--- src/rtl/eag_pkg.sv ---
package eag_pkg;
  typedef enum logic [1:0] {
    DISP_NONE = 2'd0,
    DISP_8    = 2'd1,
    DISP_32   = 2'd2,
    DISP_16   = 2'd3
  } dispSize_e;

  typedef struct packed {
    logic load;
    logic useBase;
    logic useIndex;
    logic useRip;
    logic trunc32;
    logic illegal;
  } eagStrobes_t;
endpackage

--- src/rtl/eag_ctrl.sv ---
module eag_ctrl
  import eag_pkg::*;
#(
  parameter int REG_NUM_W = 4,
  parameter int SP_NUM    = 4
) (
  input  logic                 inValid,
  input  logic                 is64,
  input  logic                 ripRel,
  input  logic                 baseValid,
  input  logic                 indexValid,
  input  logic [REG_NUM_W-1:0] indexNum,
  input  logic [1:0]           scale,
  input  logic [1:0]           dispSize,
  output eagStrobes_t          strobes
);
  localparam logic [REG_NUM_W-1:0] SP_CODE = REG_NUM_W'(SP_NUM);

  logic indexPresent;
  logic badRip;
  logic badDisp16;

  always_comb begin
    indexPresent = indexValid && (indexNum != SP_CODE);
    badRip       = ripRel && !is64;
    badDisp16    = !ripRel && (dispSize == DISP_16) &&
                   ((scale != 2'd0) || indexPresent);

    strobes.load     = inValid;
    strobes.useRip   = ripRel && is64;
    strobes.useBase  = !ripRel && baseValid;
    strobes.useIndex = !ripRel && indexPresent;
    strobes.trunc32  = !is64;
    strobes.illegal  = badRip || badDisp16;
  end
endmodule

--- src/rtl/eag_datapath.sv ---
module eag_datapath
  import eag_pkg::*;
#(
  parameter int ADDR_W  = 64,
  parameter int DISP_W  = 32,
  parameter int NARROW_W = 32
) (
  input  logic              clk,
  input  logic              rst,
  input  eagStrobes_t       strobes,
  input  logic [ADDR_W-1:0] baseVal,
  input  logic [ADDR_W-1:0] indexVal,
  input  logic [1:0]        scale,
  input  logic [1:0]        dispSize,
  input  logic [DISP_W-1:0] disp,
  input  logic [ADDR_W-1:0] nextIp,
  output logic              eaValid,
  output logic [ADDR_W-1:0] ea,
  output logic              eaIllegal
);
  localparam int HI_W = ADDR_W - NARROW_W;

  logic [ADDR_W-1:0] dispExt;
  logic [ADDR_W-1:0] baseTerm;
  logic [ADDR_W-1:0] indexTerm;
  logic [ADDR_W-1:0] rawSum;
  logic [ADDR_W-1:0] nextEa;

  always_comb begin
    if (strobes.useRip) begin
      dispExt = {{(ADDR_W-DISP_W){disp[DISP_W-1]}}, disp};
    end else begin
      unique case (dispSize_e'(dispSize))
        DISP_8:  dispExt = {{(ADDR_W-8){disp[7]}}, disp[7:0]};
        DISP_16: dispExt = {{(ADDR_W-16){disp[15]}}, disp[15:0]};
        DISP_32: dispExt = {{(ADDR_W-DISP_W){disp[DISP_W-1]}}, disp};
        default: dispExt = '0;
      endcase
    end

    baseTerm  = strobes.useRip  ? nextIp :
                strobes.useBase ? baseVal : '0;
    indexTerm = strobes.useIndex ? (indexVal << scale) : '0;
    rawSum    = baseTerm + indexTerm + dispExt;

    if (strobes.illegal) begin
      nextEa = '0;
    end else if (strobes.trunc32) begin
      nextEa = {{HI_W{1'b0}}, rawSum[NARROW_W-1:0]};
    end else begin
      nextEa = rawSum;
    end
  end

  always_ff @(posedge clk) begin
    if (rst) begin
      eaValid   <= 1'b0;
      eaIllegal <= 1'b0;
      ea        <= '0;
    end else begin
      eaValid   <= strobes.load;
      eaIllegal <= strobes.load && strobes.illegal;
      if (strobes.load) begin
        ea <= nextEa;
      end
    end
  end
endmodule

--- src/rtl/eff_addr_gen.sv ---
module eff_addr_gen
  import eag_pkg::*;
#(
  parameter int ADDR_W    = 64,
  parameter int DISP_W    = 32,
  parameter int REG_NUM_W = 4,
  parameter int SP_NUM    = 4
) (
  input  logic                 clk,
  input  logic                 rst,
  input  logic                 inValid,
  input  logic                 is64,
  input  logic                 ripRel,
  input  logic                 baseValid,
  input  logic [ADDR_W-1:0]    baseVal,
  input  logic                 indexValid,
  input  logic [REG_NUM_W-1:0] indexNum,
  input  logic [ADDR_W-1:0]    indexVal,
  input  logic [1:0]           scale,
  input  logic [1:0]           dispSize,
  input  logic [DISP_W-1:0]    disp,
  input  logic [ADDR_W-1:0]    nextIp,
  output logic                 eaValid,
  output logic [ADDR_W-1:0]    ea,
  output logic                 eaIllegal
);
  eagStrobes_t strobes;

  eag_ctrl #(
    .REG_NUM_W (REG_NUM_W),
    .SP_NUM    (SP_NUM)
  ) u_ctrl (
    .inValid    (inValid),
    .is64       (is64),
    .ripRel     (ripRel),
    .baseValid  (baseValid),
    .indexValid (indexValid),
    .indexNum   (indexNum),
    .scale      (scale),
    .dispSize   (dispSize),
    .strobes    (strobes)
  );

  eag_datapath #(
    .ADDR_W   (ADDR_W),
    .DISP_W   (DISP_W),
    .NARROW_W (32)
  ) u_dp (
    .clk       (clk),
    .rst       (rst),
    .strobes   (strobes),
    .baseVal   (baseVal),
    .indexVal  (indexVal),
    .scale     (scale),
    .dispSize  (dispSize),
    .disp      (disp),
    .nextIp    (nextIp),
    .eaValid   (eaValid),
    .ea        (ea),
    .eaIllegal (eaIllegal)
  );
endmodule

--- config.mk ---
export PLATFORM = sky130hd
export DESIGN_NAME = eff_addr_gen
export DESIGN_NICKNAME = d
export VERILOG_FILES = /design/src/rtl/eag_pkg.sv /design/src/rtl/eag_ctrl.sv /design/src/rtl/eag_datapath.sv /design/src/rtl/eff_addr_gen.sv
export SDC_FILE = /design/constraint.sdc
export NUM_CORES = 1
export LEC_CHECK = 0
export ABC_AREA = 0
export BUFFER_PORTS_ARGS = -buffer_cell sky130_fd_sc_hd__buf_2
export CAP_MARGIN = 20
export CORE_UTILIZATION = 50
export CTS_BUF_LIST = sky130_fd_sc_hd__clkbuf_2 sky130_fd_sc_hd__clkbuf_4 sky130_fd_sc_hd__clkbuf_8
export CTS_CLUSTER_DIAMETER = 100
export DETAILED_ROUTE_END_ITERATION = 12
export GPL_TIMING_DRIVEN = 0
export PLACE_DENSITY = 0.81
export SETUP_SLACK_MARGIN = 0.4
export SLEW_MARGIN = 30
export SYNTH_ARGS = -nofsm -noshare
export SYNTH_HDL_FRONTEND = slang
export SYNTH_SLANG_ARGS = --single-unit
--- constraint.sdc ---
create_clock -name clk -period 6.5 [get_ports clk]
set_clock_uncertainty 0.15 [all_clocks]
set_input_delay 0.65 -clock clk [delete_from_list [all_inputs] [get_ports clk]]
set_output_delay 0.65 -clock clk [all_outputs]
set_load 0.01 [all_outputs]
==> results by group <==
Drt
  – Routed wire length: around 32,000 µm
  – Via density: 5.79
  – Post-route DRC: 0
  – Routed Antenna Nets: 0
  – DR WL/cell: about 17 µm
  – Via Count: roughly 11,000
  – 1st-pass router iterations: 5
  – 1st-iter DRT viols: just under 700

Worst setup path
  – Required time of the critical path: ~6600 ps
  – R2R depth: 4
  – CP delay by family, top: buffers and inverters
  – Worst Path Arrival: about 5700 ps
  – FF-to-FF setup slack: 5460 ps
  – CP Capture Type: flop
  – Critical path fanouts, max: 10
  – CP max stage delay: between 600 and 700 ps
  – Critical path launch point: scale[0]
  – Worst setup SP type: primary input
  – Critical Path End: u_dp.ea[60]
  – FF-to-FF End: u_dp.ea[58]
  – Stages on the worst setup path: 17
  – Critical path buffers and inverters: 5
  – Reg2reg start: u_dp.ea[58]
  – Crit-path cells: buf_2 -> buf_2 -> buf_1 -> mux4_2 -> nand2_1 -> fa_1 -> inv_1 -> ha_1 -> clkbuf_1 -> nand2_1 -> nor3_1 -> nor3b_1 -> o31ai_2 -> o311ai_2 -> a311oi_2 -> xor2_1 -> o21ai_1
  – Max stage delay cell, worst path: buf_1
  – Setup CP Type: in -> reg

Cells and area
  – Final nets: a little under 2,000
  – P&R area growth vs syn: 20.8%
  – Commonest cells after routing, fill and taps aside: buf_2 (312), nand2_1 (162), inv_1 (139), a21oi_1 (120), o21ai_0 (70)
  – Core Util, Final: ~62%
  – Most common cell after layout, fill and taps aside: buf_2
  – Fillers: between 1,500 and 2,000
  – ANT cells: 0
  – Layout cells sized above 1: 26.0%
  – Non-filler cells, final: 1,854

Timing
  – Worst-margin pin slew: a little over 800 ps
  – Max Fclk: about 180 MHz
  – Max-slew violations: 0
  – # setup viols final: 0
  – Rel. slew slack: between 40 and 50%
  – Crit path time final: approximately 5600 ps
  – Hold Fails Final Rpt: 0
  – Final period utilization: between 80 and 90%
  – RSZ-0062 raised after global routing: false
  – Total negative setup slack: 0 ps

Global route
  – Largest net degree at the start of global routing: 18
  – Met2 Use GR: 50.5%
  – Met1 Track Usage GR: 42.2%
  – GR Util met3: 3.65%
  – Grt total ovfl: 0
  – GRT busiest layer: met2
  – All-Layer GR Usage: roughly 30%
  – Vias in the first global route: approximately 10,000
  – First-pass GRT wire length: 50,000 µm
  – Initial antenna violation count: 0

Synthesis
  – Synth warn: 0
  – Largest area contributor in the netlist: mux4_2
  – Syn_nets: between 1,500 and 2,000
  – Post-synth top area share: 13.3%
  – Synth top area cells: mux4_2 (13%), dfxtp_1 (13%), fa_1 (13%)
  – Synth Area per Inst: 8.05 µm²
  – FF+latch count, synth: 66
  – Post-synth EDFFs: 0
  – Post-synthesis sequential area ratio: about an eighth
  – Cells after Synth: roughly 1,300
  – Post-synth ARST share: 0%
  – Post-synth top flop: dfxtp_1
  – Synthesized area: approximately 10,000 µm²
  – Post-synthesis cell type count: 67

Power
  – Lkg Pwr: a little under 0.006 µW
  – Overall power: approximately 2200 µW
  – Maximum vdd drop: slightly below 100 µV
  – Pwr Density: about 180 nW/µm²

Floorplanning
  – # IOs: ~310
  – Die Footprint: ~21,000 µm²
  – Starting density of the core: 51.7%
  – Total core area: 19,700 µm²
  – # rows: 51
  – Die Wd: 145 µm
  – Chip height: 145 µm

Clocking
  – Number of setup buffers added after CTS: 0
  – Clock transition at path regs: around 80 ps
  – H-tree depth: 3
  – Clock Path Buffers: 2
  – CTS tree: yes
  – Hold buffers post-CTS: 0
  – CTS resizes: 0
  – Latest clock arrival within the worst-skew pair: about 360 ps
  – Num CTS Buffers: 9
  – Clk root buf: clkbuf_8
  – Clk sink count: 66

Status
  – Status: finished clean

Place
  – DP Cell Count: 1,838
  – Placed wire-length estimate: about 27,000 µm
  – IO buf count: slightly above 300
  – Routability cong.: around 0.92

Hold path
  – Hold Path Class: reg -> reg

Job
  – Max-Cap Viols: 0
==> sequential cells by signal, indices dropped and copies added (netlist names) <==
| name | flops |
|---|---|
| u_dp.ea | 64 |
| u_dp.eaIllegal | 1 |
| u_dp.eaValid | 1 |
==> cells in the mapped netlist (3+ instances only) <==
library cell    n
a211oi_1        7
a21o_1         27
a21oi_1       121
a21oi_2         3
a22o_1          6
a22oi_1        66
a31oi_1         8
and2_1          5
and3_1         11
buf_1          11
buf_2           7
clkbuf_1       58
dfxtp_1        66
fa_1           64
ha_1           62
inv_1         139
mux2i_1         3
mux4_2         60
nand2_1       162
nand2b_1       14
nand3_1        25
nand3b_1        4
nand4_1        19
nor2_1         64
nor2b_1        26
nor3_1         15
nor3b_1         4
o211ai_1        8
o21a_1          6
o21ai_0        70
o21ai_1         9
o21bai_1       10
o31ai_1         6
or3_1           4
xnor2_1        34
xor2_1         27
==> metrics by stage <==
stage          area [µm²]  hold WS [ps]  setup WS, ps
6_report            12300           307           934
5_1_grt             12300           332           694
4_1_cts             12300           306           927
3_5_place_dp        12100           286           547
3_3_place_gp        12100           281           132
2_1_floorplan       10200           320          1390
==> worst min-delay path by stage <==
stage | slack, ps | cells past startpoint | endpoint | start
after global placement | 280 | 2 | u_dp.ea[39] | u_dp.ea[39]
final | 310 | 2 | u_dp.ea[34] | u_dp.ea[34]
after global routing | 330 | 2 | u_dp.ea[43] | u_dp.ea[43]
after detailed placement | 290 | 2 | u_dp.ea[63] | u_dp.ea[63]
after floorplan | 320 | 2 | u_dp.ea[57] | u_dp.ea[57]
after CTS | 310 | 2 | u_dp.ea[63] | u_dp.ea[63]
==> routing by layer <==
layer	wire length (µm)	part of all wire, %
met1	14600	45
met2	14900	46
met3	1850	5.7
met4	900	2.8
met5	0	0
==> worst reg2reg max path, stage by stage, from the launching register on <==
cell and delay [ps]:
dfxtp_1 390, nand2_1 80, nand2_1 110, nor3_1 50, nor3b_1 180
==> cell type report <==
| cell class | count | area [µm²] | share of cell area [%] |
|---|---|---|---|
| multi-input cells | 983 | 8040 | 65.3 |
| repair buffers | 306 | 1560 | 12.7 |
| flip-flops and latches | 66 | 1320 | 10.7 |
| inverters | 139 | 522 | 4.24 |
| well taps | 265 | 332 | 2.69 |
| plain buffers | 79 | 329 | 2.67 |
| clock buffers | 9 | 124 | 1.01 |
| clock inverters | 7 | 82.6 | 0.670 |
==> report_power, final <==
| group | total [µW] | switching [µW] | internal, µW |
|---|---|---|---|
| Sequential | 457 | 18.7 | 438 |
| Combinational | 1370 | 813 | 553 |
| Clock | 379 | 195 | 184 |
| Total | 2200 | 1030 | 1180 |
==> kinds of logic (layout without fill, tap and decap cells) <==
logic type	count (synthesis)	after routing	share of synthesized area [%]
AO/OA/AOI/OAI	372	372	23.3
AND/OR/NAND/NOR	360	360	16.4
buffers and inverters	218	540	8.29
adder cells (fa/ha/maj)	126	126	20.2
flip-flops	66	66	13.0
multiplexers	64	64	13.7
XOR/XNOR	61	61	5.24
Power figures use the tool's default switching activity.
